File: config.mk
export PLATFORM = sky130hd
export DESIGN_NAME = stereo_serial_rx
export DESIGN_NICKNAME = d
export VERILOG_FILES = /design/src/rtl/ssrx_pkg.sv /design/src/rtl/ssrx_wclk_edge.sv /design/src/rtl/ssrx_shifter.sv /design/src/rtl/ssrx_ctrl.sv /design/src/rtl/ssrx_pair.sv /design/src/rtl/stereo_serial_rx.sv
export SDC_FILE = /design/constraint.sdc
export NUM_CORES = 1
export LEC_CHECK = 0
export BUFFER_PORTS_ARGS = -buffer_cell sky130_fd_sc_hd__buf_2
export CAP_MARGIN = 40
export CORE_MARGIN = 5
export CORE_UTILIZATION = 55
export DETAILED_ROUTE_END_ITERATION = 10
export PLACE_DENSITY = 0.75
export RECOVER_POWER = 25
export SLEW_MARGIN = 5
export SYNTH_ARGS = -nofsm -noshare
export SYNTH_HDL_FRONTEND = slang
export SYNTH_SLANG_ARGS = --single-unit
File: constraint.sdc
create_clock -name bclk -period 2 [get_ports bclk]
set_input_delay 0 -clock bclk [delete_from_list [all_inputs] [get_ports bclk]]
set_output_delay 0 -clock bclk [all_outputs]
set_load 0.05 [all_outputs]
File: src/rtl/ssrx_pkg.sv
package ssrx_pkg;

    typedef enum logic [2:0] {
        ST_PRIME     = 3'd0,
        ST_HUNT      = 3'd1,
        ST_RJ_RUN    = 3'd2,
        ST_I2S_SHIFT = 3'd3,
        ST_I2S_WAIT  = 3'd4
    } rx_state_e;

    typedef enum logic {
        FMT_RJ  = 1'b0,
        FMT_I2S = 1'b1
    } rx_fmt_e;

endpackage

File: src/rtl/ssrx_wclk_edge.sv
module ssrx_wclk_edge (
    input  logic clk,
    input  logic rst_n,
    input  logic lrck_i,
    output logic lrck_q_o,
    output logic change_o
);

    logic lrck_q;

    always_ff @(posedge clk or negedge rst_n) begin
        if (!rst_n) lrck_q <= 1'b0;
        else        lrck_q <= lrck_i;
    end

    assign lrck_q_o = lrck_q;
    assign change_o = lrck_i ^ lrck_q;

endmodule

File: src/rtl/ssrx_shifter.sv
module ssrx_shifter #(
    parameter int WORD_W = 16
) (
    input  logic              clk,
    input  logic              rst_n,
    input  logic              sdata_i,
    output logic [WORD_W-1:0] win_q_o,
    output logic [WORD_W-1:0] win_next_o
);

    logic [WORD_W-1:0] win_q;
    logic [WORD_W-1:0] win_d;

    // next window: every bit moves up one place, new bit enters at the bottom
    assign win_d[0] = sdata_i;
    for (genvar b = 1; b < WORD_W; b++) begin : g_shift
        assign win_d[b] = win_q[b-1];
    end

    always_ff @(posedge clk or negedge rst_n) begin
        if (!rst_n) win_q <= '0;
        else        win_q <= win_d;
    end

    assign win_q_o    = win_q;
    assign win_next_o = win_d;

endmodule

File: src/rtl/ssrx_ctrl.sv
module ssrx_ctrl
    import ssrx_pkg::*;
#(
    parameter int WORD_W = 16
) (
    input  logic              clk,
    input  logic              rst_n,
    input  logic              fmt_i2s_i,
    input  logic              lrck_i,
    input  logic              lrck_q_i,
    input  logic              change_i,
    input  logic [WORD_W-1:0] win_q_i,
    input  logic [WORD_W-1:0] win_next_i,
    output logic              cap_valid_o,
    output logic              cap_left_o,
    output logic [WORD_W-1:0] cap_word_o
);

    localparam int CNT_W = (WORD_W > 1) ? $clog2(WORD_W) : 1;
    localparam logic [CNT_W-1:0] LAST_BIT = CNT_W'(WORD_W - 1);

    rx_state_e        state_q, state_d;
    logic [CNT_W-1:0] cnt_q, cnt_d;
    logic             chan_q, chan_d;

    // state register
    always_ff @(posedge clk or negedge rst_n) begin
        if (!rst_n) begin
            state_q <= ST_PRIME;
            cnt_q   <= '0;
            chan_q  <= 1'b0;
        end else begin
            state_q <= state_d;
            cnt_q   <= cnt_d;
            chan_q  <= chan_d;
        end
    end

    // transitions
    always_comb begin
        state_d = state_q;
        cnt_d   = cnt_q;
        chan_d  = chan_q;
        unique case (state_q)
            ST_PRIME: begin
                state_d = ST_HUNT;
            end
            ST_HUNT: begin
                if (change_i) begin
                    chan_d  = lrck_i;
                    cnt_d   = '0;
                    state_d = (rx_fmt_e'(fmt_i2s_i) == FMT_I2S) ? ST_I2S_SHIFT : ST_RJ_RUN;
                end
            end
            ST_RJ_RUN: begin
                if (change_i) chan_d = lrck_i;
            end
            ST_I2S_SHIFT: begin
                if (change_i) begin
                    cnt_d  = '0;
                    chan_d = lrck_i;
                end else if (cnt_q == LAST_BIT) begin
                    cnt_d   = '0;
                    state_d = ST_I2S_WAIT;
                end else begin
                    cnt_d = cnt_q + 1'b1;
                end
            end
            ST_I2S_WAIT: begin
                if (change_i) begin
                    cnt_d   = '0;
                    chan_d  = lrck_i;
                    state_d = ST_I2S_SHIFT;
                end
            end
            default: begin
                state_d = ST_HUNT;
            end
        endcase
    end

    // outputs
    always_comb begin
        cap_valid_o = 1'b0;
        cap_left_o  = 1'b0;
        cap_word_o  = win_q_i;
        unique case (state_q)
            ST_RJ_RUN: begin
                cap_valid_o = change_i;
                cap_left_o  = lrck_q_i;
                cap_word_o  = win_q_i;
            end
            ST_I2S_SHIFT: begin
                cap_valid_o = (cnt_q == LAST_BIT);
                cap_left_o  = ~chan_q;
                cap_word_o  = win_next_i;
            end
            default: begin
                cap_valid_o = 1'b0;
            end
        endcase
    end

endmodule

File: src/rtl/ssrx_pair.sv
module ssrx_pair #(
    parameter int WORD_W = 16
) (
    input  logic              clk,
    input  logic              rst_n,
    input  logic              cap_valid_i,
    input  logic              cap_left_i,
    input  logic [WORD_W-1:0] cap_word_i,
    output logic [WORD_W-1:0] left_o,
    output logic [WORD_W-1:0] right_o,
    output logic              valid_o
);

    logic [WORD_W-1:0] left_hold;
    logic              have_left;

    always_ff @(posedge clk or negedge rst_n) begin
        if (!rst_n) begin
            left_hold <= '0;
            have_left <= 1'b0;
            left_o    <= '0;
            right_o   <= '0;
            valid_o   <= 1'b0;
        end else begin
            valid_o <= 1'b0;
            if (cap_valid_i) begin
                if (cap_left_i) begin
                    left_hold <= cap_word_i;
                    have_left <= 1'b1;
                end else begin
                    have_left <= 1'b0;
                    if (have_left) begin
                        left_o  <= left_hold;
                        right_o <= cap_word_i;
                        valid_o <= 1'b1;
                    end
                end
            end
        end
    end

endmodule

File: src/rtl/stereo_serial_rx.sv
module stereo_serial_rx #(
    parameter int WORD_W = 16
) (
    input  logic              bclk,
    input  logic              rst_n,
    input  logic              fmt_i2s,
    input  logic              lrck,
    input  logic              sdata,
    output logic [WORD_W-1:0] left_o,
    output logic [WORD_W-1:0] right_o,
    output logic              pair_valid_o,
    output logic              lrck_sync_o
);

    logic              lrck_q;
    logic              change;
    logic [WORD_W-1:0] win_q;
    logic [WORD_W-1:0] win_next;
    logic              cap_valid;
    logic              cap_left;
    logic [WORD_W-1:0] cap_word;

    ssrx_wclk_edge u_edge (
        .clk      (bclk),
        .rst_n    (rst_n),
        .lrck_i   (lrck),
        .lrck_q_o (lrck_q),
        .change_o (change)
    );

    ssrx_shifter #(.WORD_W(WORD_W)) u_shift (
        .clk        (bclk),
        .rst_n      (rst_n),
        .sdata_i    (sdata),
        .win_q_o    (win_q),
        .win_next_o (win_next)
    );

    ssrx_ctrl #(.WORD_W(WORD_W)) u_ctrl (
        .clk         (bclk),
        .rst_n       (rst_n),
        .fmt_i2s_i   (fmt_i2s),
        .lrck_i      (lrck),
        .lrck_q_i    (lrck_q),
        .change_i    (change),
        .win_q_i     (win_q),
        .win_next_i  (win_next),
        .cap_valid_o (cap_valid),
        .cap_left_o  (cap_left),
        .cap_word_o  (cap_word)
    );

    ssrx_pair #(.WORD_W(WORD_W)) u_pair (
        .clk         (bclk),
        .rst_n       (rst_n),
        .cap_valid_i (cap_valid),
        .cap_left_i  (cap_left),
        .cap_word_i  (cap_word),
        .left_o      (left_o),
        .right_o     (right_o),
        .valid_o     (pair_valid_o)
    );

    assign lrck_sync_o = lrck_q;

endmodule

# ---- Word-level counts from Yosys, hierarchy flattened
# Index checks and enable logic that the tools add are counted.
dict set report totals {
  reg_bits 75
  inputBits 5
  output_inout_bits 34
}
dict set report op_classes {
  addsub 1
  eq_ne 10
  mux 17
  n_bitwise 4
  reduce_logical 8
}
# cell n
set op_table {}
lappend op_table {{2-to-1 mux 16 bit} 1}
lappend op_table {{2-to-1 mux 3 bit} 4}
lappend op_table {{2-to-1 mux 4 bit} 3}
lappend op_table {{case mux 3 bit (4 select lines)} 1}
lappend op_table {{!= test 2 x 1 -> 1 bit (second input constant)} 4}
lappend op_table {{case mux 4 bit (2 select lines)} 1}
lappend op_table {{== test 3 x 2 -> 1 bit (second input constant)} 2}
lappend op_table {{AND reduction 2 bit} 3}
lappend op_table {{2-to-1 mux 1 bit} 5}
lappend op_table {{AND reduction 5 bit} 1}
lappend op_table {{adder 4 x 1 -> 4 bit (second input constant)} 1}
lappend op_table {{== test 4 bit (second input constant)} 1}
lappend op_table {{case mux 1 bit (2 select lines)} 2}
lappend op_table {{OR reduction 4 bit} 1}
lappend op_table {{== test 3 x 1 -> 1 bit (second input constant)} 1}
lappend op_table {{== test 3 bit (second input constant)} 1}
lappend op_table {{inverter 1 bit} 3}
lappend op_table {{AND reduction 3 bit} 1}
lappend op_table {{!= test 2 bit (second input constant)} 1}
lappend op_table {{nonzero test 2 bit} 1}
lappend op_table {{OR reduction 2 bit} 1}
lappend op_table {{XOR 1 bit} 1}

# ---- Longest topological paths before layout
# Gate-level depths: netlist of the first run.
dict set report logic_depth {
  depth_word 4
  mapped_depth 8
  mapped_depth_nobuf 5
}

# ---- By module
# Synthesis of the first run repeated with hierarchy kept, for this count alone.
dict set report hier_totals {
  cells_unflattened 218
  hier_area_um2 3241.9
}
# mod n_inst cells_per_inst area_each_um2 seq_area_each_um2
set by_module_without_submodules {}
lappend by_module_without_submodules {ssrx_pair 1 107 1890.6 1251.2}
lappend by_module_without_submodules {ssrx_ctrl 1 77 797.0 200.2}
lappend by_module_without_submodules {ssrx_shifter 1 32 520.5 400.4}
lappend by_module_without_submodules {ssrx_wclk_edge 1 2 33.8 25.0}

# ---- Worst setup path before layout of the first run
# Ideal clock, no wire load.
dict set report synth_timing {
  path_type {register -> register}
  start {reg u_edge.lrck_q, in the netlist u_edge.lrck_q_o}
  end {reg u_pair.left_o[10]}
  setup_ns 0.125
  t_arrival_ns 1.931
  required_ns 1.875
  path_slack_ns -0.056
  stages_incl_launch_ff 7
  n_path_buf 2
  synth_period_minus_slack_ns 2.056
  path_cell_list {dfrtp_1 xnor2_2 o32ai_2 and3_1 buf_6 buf_12 mux2_4}
}
dict set report synth_between {
  elab_chain_len 3
  elab_cells_between_ends 5
}
# element line
set synth_lines {}
lappend synth_lines {{start: declaration} ssrx_wclk_edge.sv:9} ;# logic lrck_q;
lappend synth_lines {{start signal: assignment} ssrx_wclk_edge.sv:13} ;# else lrck_q <= lrck_i;
lappend synth_lines {{XOR 1 bit or case mux 1 bit (2 select lines) (tied branches)} {ssrx_wclk_edge.sv:17, ssrx_ctrl.sv:87}}
lappend synth_lines {{case mux 1 bit (2 select lines) or inverter 1 bit (tied branches)} --}
lappend synth_lines {{AND reduction 3 bit (no line) *} --}
lappend synth_lines {{end signal: assignment} ssrx_pair.sv:33} ;# left_o <= left_hold;
lappend synth_lines {{end: declaration} ssrx_pair.sv:9} ;# output logic [WORD_W-1:0] left_o,
# Every way passes the cells marked *; elsewhere a longest branch is shown, timed or not.
# A chain may end at the register's enable or synchronous reset.

# ---- Worst setup path in the final report of the first run
dict set report layout_timing {
  start {reg u_ctrl.cnt_q[0]}
  end {reg u_pair.right_o[9]}
}
dict set report layout_between {
  elab_chain_len 3
}
# element line
set layout_lines {}
lappend layout_lines {{start: declaration} ssrx_ctrl.sv:23} ;# logic [CNT_W-1:0] cnt_q, cnt_d;
lappend layout_lines {{start signal: assignment} ssrx_ctrl.sv:34} ;# cnt_q <= cnt_d;
lappend layout_lines {{== test 4 bit} ssrx_ctrl.sv:94} ;# cap_valid_o = (cnt_q == LAST_BIT);
lappend layout_lines {{case mux 1 bit (2 select lines)} ssrx_ctrl.sv:87} ;# unique case (state_q)
lappend layout_lines {{AND reduction 3 bit (no line)} --}
lappend layout_lines {{end signal: assignment} ssrx_pair.sv:34} ;# right_o <= cap_word_i;
lappend layout_lines {{end: declaration} ssrx_pair.sv:10} ;# output logic [WORD_W-1:0] right_o,
# Every way passes these cells.

==> results.toml, run 1 <==
[global_routing]
gr-total-overflow = 0
grt_start_max_net_pins = 52
grt_pass1_vias = 1867
track_usage = 0.160
antenna_found_initial = 0
grt_pass1_wl_mm = 9.07

[synth]
synth_edf_count = 0
ys_seq_area_frac = 0.584
yosys.area.top_type_share = 0.584
yosys-top-cells-count = "dfrtp_1 (75), mux2_4 (38), mux2_2 (26)"
ys_async_sr_fraction = 1.00
ys_seq_elements = 75
yosys_warnings = 0
synthCells = 204
yosys_most_used_dff = "dfrtp_1"
synth_top_cell_by_area = "dfrtp_1"
syn_area_per_cell_um2 = 15.8
synth_cell_types = 34
yosysMostFrequentCell = "dfrtp_1"
synth_area_leaders = "dfrtp_1 (58%), mux2_4 (18%), mux2_2 (9.1%), buf_12 (1.9%), a21oi_1 (1.1%)"
syn_nets = 210
syn_area_mm2 = 0.00321

[placed_design]
dpl.hpwl_mm = 3.49
place_area_mm2 = 0.00350
portBuffers = 38
place_inst = 313
gp_congestion = 0.845

[cts]
cts_buffers = 9
cts_tree = "done"
htree_levels = 3
clockRootBuffer = "clkbuf_8"
clock-sinks = 75
clk_latency_ps = 350
cts.clk_slew.worst_paths_ps = 80
clk_path_buf_depth = 2

[sta]
grt_setup_unrepaired = "false"
tightest_slew_ps = 1390
finalHoldViolCount = 0
fin_crit_ps = 1860
finClkSkew_ps = 8.74
final.setup.tns_ps = 0
hold_slack_ps = 89.7
finalCritPeriodShare = 0.928
setup_viol = 0
clock.fmax_mhz = 539
slew_viol_final = 0
maxSlewHeadroom = 0.0762

[worst_setup_path]
end_kind = "flip-flop"
worst-setup-path-type = "reg -> reg"
critical_path_required_ps = 2240
cp_max_fo = 18
start_kind = "flip-flop"
arrival_ps = 2090

[floorplanning]
fp-row-count = 27
core_mm2 = 0.00561
boundaryPins = 39
dieArea_mm2 = 0.00747
fp.dieW_um = 86.4
die_h_um = 86.4
start_util = 0.573

[cells_and_area]
num_antenna_cells = 0
layout-drive-gt1-share = 0.504
syn2layout_area_growth_pct = 15.0
final_net_count = 261
regArea_mm2 = 0.00188
n_fill_cell = 418
multi_input_area_mm2 = 0.00121
layout.cells.non_filler = 332
fin_area_mm2 = 0.00369

[drt]
vias_per_cell = 5.26
drc = 0
wl_met1_mm = 2.40
totalWireLength_mm = 5.21
firstDrtPassIters = 4
post_drt_wl_per_cell_um = 15.7
dr_wl_met2_mm = 2.42
dr.first_iter.drc_count = 86
ant_nets = 0
dr_total_vias = 1745
dr_wl_met3_um = 320
dr.max_layer_used = "met4"

[power]
p_leak_nw = 1.77
ir_drop_v = 0.000794
power.density_mw_per_mm2 = 1520

[run_status]
status = "finished, final reports clean"

[job]
cap_violations = 0

[min_path]
hold_class = "in -> reg"
logic make-up (layout without fill, tap and decap cells):
group / count (synthesis) / count (layout) / synth area share
multiplexers: 64 / 64 / 0.269
AND/OR/NAND/NOR: 24 / 24 / 0.0417
adder cells (fa/ha/maj): 1 / 1 / 0.00389
flip-flops: 75 / 75 / 0.584
buffers and inverters: 13 / 69 / 0.0397
XOR/XNOR: 3 / 3 / 0.0105
AO/OA/AOI/OAI: 24 / 24 / 0.0514
state kept, by name, indices dropped and copies added, names as in the netlist:
| register | cells |
|---|---|
| u_pair.left_hold | 16 |
| u_pair.have_left | 1 |
| u_ctrl.cnt_q | 4 |
| u_ctrl.chan_q | 1 |
| u_pair.valid_o | 1 |
| u_pair.right_o | 16 |
| u_pair.left_o | 16 |
| u_shift.win_q_o | 16 |
| u_ctrl.state_q | 3 |
| u_edge.lrck_q_o | 1 |
layout make-up:
type | count | area share
flip-flops and latches | 75 | 0.509
multi-input cells | 116 | 0.327
repair buffers | 52 | 0.0931
clock buffers | 10 | 0.0345
well taps | 72 | 0.0244
clock inverters | 6 | 0.0108
inverters | 1 | 0.00102
report_power, final:
part / internal (W) / switching [W] / total, W / leakage [nW]
Clock: 0.000450 / 0.000546 / 0.000996 / 0.0864
Sequential: 0.00201 / 0.000302 / 0.00231 / 0.930
Combinational: 0.000908 / 0.00141 / 0.00232 / 0.757
path summary, 6_finish.rpt:
path | slack [ps] | to | startpoint | cells after the start
worst max-delay path | 140 | u_pair.right_o[9]$_DFFE_PN0P_ | u_ctrl.cnt_q[0]$_DFFE_PN0P_ | 6
worst min-delay path | 90 | u_ctrl.state_q[0]$_DFFE_PN0P_ | fmt_i2s | 4
worst max register to register | 140 | u_pair.right_o[9]$_DFFE_PN0P_ | u_ctrl.cnt_q[0]$_DFFE_PN0P_ | 6
worst min register to register | 390 | u_shift.win_q_o[6]$_DFF_PN0_ | u_shift.win_q_o[5]$_DFF_PN0_ | 0
max in group asynchronous | 610 | u_ctrl.state_q[1]$_DFFE_PN0P_ | rst_n | 3
min in group asynchronous | 500 | u_pair.left_o[15]$_DFFE_PN0P_ | rst_n | 2
what timing repair did:
item	4_1_cts	5_1_grt
hold buffers	3	0
resized for setup	0	1
setup endpoints to repair	0	2
hold endpoints to repair	77	0
buffers inserted	0	0
routing by layer:
metal | vias up | GRT usage
li1 | 833 | -
met1 | 857 | 0.210
met2 | 48 | 0.243
met3 | 7 | 0.0646
met4 | 0 | 0.0510
met5 | - | 0
through the flow:
step / setup WS, ps / utilization / total power, W
2_1_floorplan: 109 / - / 0.00415
3_3_place_gp: 153 / 0.620 / 0.00462
3_5_place_dp: 138 / 0.624 / 0.00467
4_1_cts: 131 / 0.660 / 0.00571
5_1_grt: 18.9 / 0.659 / 0.00593
6_report: 143 / 0.659 / 0.00562
layout by cell type, fill, tap and decap left out, types with 4 or more instances in the layout:
master,synthesis,layout
nand2b_1,5,5
buf_4,3,8
a21oi_1,7,7
mux2_2,26,26
mux2_4,38,38
buf_2,3,35
nand2_1,7,7
o21ai_0,5,5
clkbuf_1,0,4
dfrtp_1,75,73
clkbuf_8,0,9
critical path, cell delays in order (launching register included):
cell,delay (ps)
dfrtp_1,440
ha_1,260
nand2_1,90
o32ai_2,120
and3_2,300
buf_12,200
mux2_4,320
(Power assumes the default switching activity.)
==> inputs of run 2 (changes only) <==
Clock period 2 ns to 1.71 ns, I/O delays scaled along.
==> run 2 against run 1 <==
Effect of this change: the run now ends with setup timing left; sequential power rose by 16%; worst setup slack got worse by 240 ps; register-to-register slack got worse by 240 ps; flip-flop and latch count did not move; worst hold slack got worse by 33 ps; via count rose by 5.3%; clock-buffer cell count did not move; fmax rose by 2.9%.
==> results.toml, run 2 (synthesis gave the netlist of run 1 again) <==
[global_routing]
grt_pass1_wl_mm = 9.94
antenna_found_initial = 0
grt_pass1_vias = 1964
track_usage = 0.171
gr-total-overflow = 0
grt_start_max_net_pins = 76

[placed_design]
place_inst = 323
gp_congestion = 0.833
dpl.hpwl_mm = 3.84
portBuffers = 38

[cells_and_area]
final_cell_mix = "dfrtp_1 (73), mux2_4 (41), buf_2 (37)"
layout.cells.non_filler = 345
layout-drive-gt1-share = 0.549
num_antenna_cells = 0
final_net_count = 275
finish.utilization = 0.705
syn2layout_area_growth_pct = 23.1
mostFrequentLayoutCell = "dfrtp_1"

[floorplanning]
core_mm2 = 0.00561
fp-row-count = 27
fp.dieW_um = 86.4
die_h_um = 86.4
start_util = 0.573
boundaryPins = 39
dieArea_mm2 = 0.00747

[cts]
clk_latency_ps = 340
clockRootBuffer = "clkbuf_8"
htree_levels = 3
clock-sinks = 75
cts.clk_slew.worst_paths_ps = 70
clk_path_buf_depth = 2
cts_buffers = 9
cts_tree = "done"

[drt]
drc = 0
dr.first_iter.drc_count = 80
vias_per_cell = 5.33
ant_nets = 0
firstDrtPassIters = 4
dr_total_vias = 1838
post_drt_wl_per_cell_um = 17.3
totalWireLength_mm = 5.97

[sta]
finClkSkew_ps = 7.52
maxSlewHeadroom = 0.336
finalHoldViolCount = 0
tightest_slew_ps = 996
fin_ws_ps = -93.7
slew_viol_final = 0
setup_viol = 32
fin_crit_ps = 1800
finalCritPeriodShare = 1.05
clock.fmax_mhz = 554
grt_setup_unrepaired = "true"

[power]
p_leak_nw = 1.90
ir_drop_v = 0.000869
power.density_mw_per_mm2 = 1790

[worst_setup_path]
path_buf_inv = 1
r2r_slack_ps = -90
worst-setup-path-type = "reg -> reg"
slowest_stage = "dfrtp_1"
start_kind = "flip-flop"
cp_max_fo = 6
slowest_delay_ps = 430
arrival_ps = 2030
path_delay_family = "simple AND/OR/NAND/NOR gates"
end_kind = "flip-flop"
critical_path_required_ps = 1930
path_cells = "nand4b_1 > o32ai_4 > and3_4 > clkbuf_16 > mux2_4"

[min_path]
hold_class = "in -> reg"

[job]
cap_violations = 0

[run_status]
violations = "setup timing"
status = "finished, violations left"
==> run 2: changes by cell type in the layout (fill, tap and decap cells not counted), sizes merged <==
cell	change
buf	+14
inv	-1
bufinv	+2
clkinv	-2
==> run 2: per-stage QoR <==
step	TNS [ps]	setup WS (ps)	area (um^2)	total power, W	hold slack, ps
after floorplan	-5480	-164	3240	0.00487	-296
after global placement	-913	-57.3	3570	0.00546	59.5
after detailed placement	-2160	-95.4	3570	0.00556	64.5
after CTS	-2260	-93.6	3890	0.00708	44.7
after global routing	-4170	-142	3960	0.00741	76.5
final	-2390	-93.7	3960	0.00708	57.0
==> run 2: final cells by class <==
class                           instances  area, um^2
Sequential cell                        75        1880
Fill cell                             396        1650
Multi-Input combinational cell        116        1280
Timing Repair Buffer                   66         484
Clock buffer                           10         138
Tap cell                               72        90.1
Clock inverter                          5        77.6
Inverter                                1        3.75
==> run 2: worst reg2reg max path, delay by kind of cell, from the launching register on <==
kind,cells,cell delay (ps)
flops,1,430
simple gates,2,620
compound gates,1,170
mux,1,300
buf+inv,1,190
==> run 2: worst paths after layout <==
path / from / endpoint / cells past startpoint
max: u_ctrl.state_q[2]$_DFFE_PN0P_ / u_pair.left_o[15]$_DFFE_PN0P_ / 5
min: lrck / u_ctrl.chan_q$_DFFE_PN0P_ / 3
max reg2reg: u_ctrl.state_q[2]$_DFFE_PN0P_ / u_pair.left_o[15]$_DFFE_PN0P_ / 5
min reg2reg: u_shift.win_q_o[3]$_DFF_PN0_ / u_shift.win_q_o[4]$_DFF_PN0_ / 0
max in group asynchronous: rst_n / u_edge.lrck_q_o$_DFF_PN0_ / 3
min in group asynchronous: rst_n / u_pair.left_o[15]$_DFFE_PN0P_ / 3
==> run 2: timing repair <==
action	in CTS	in global routing
hold buffers	3	0
setup endpoints to repair	46	48
buffers inserted	1	1
gates cloned	1	1
hold endpoints to repair	77	0
gates resized for setup	9	11
pin swaps	2	2
==> run 2: layer usage <==
metal	global-route usage	part of all wire
met3	0.0418	0.045
met1	0.224	0.44
met4	0.0552	0.011
met2	0.280	0.50
met5	0	0
==> run 2: power by group <==
group | internal, W | switching (W) | total (W)
combinational | 0.00118 | 0.00174 | 0.00292
sequential | 0.00235 | 0.000343 | 0.00269
clock | 0.000848 | 0.000617 | 0.00147
total | 0.00438 | 0.00270 | 0.00708
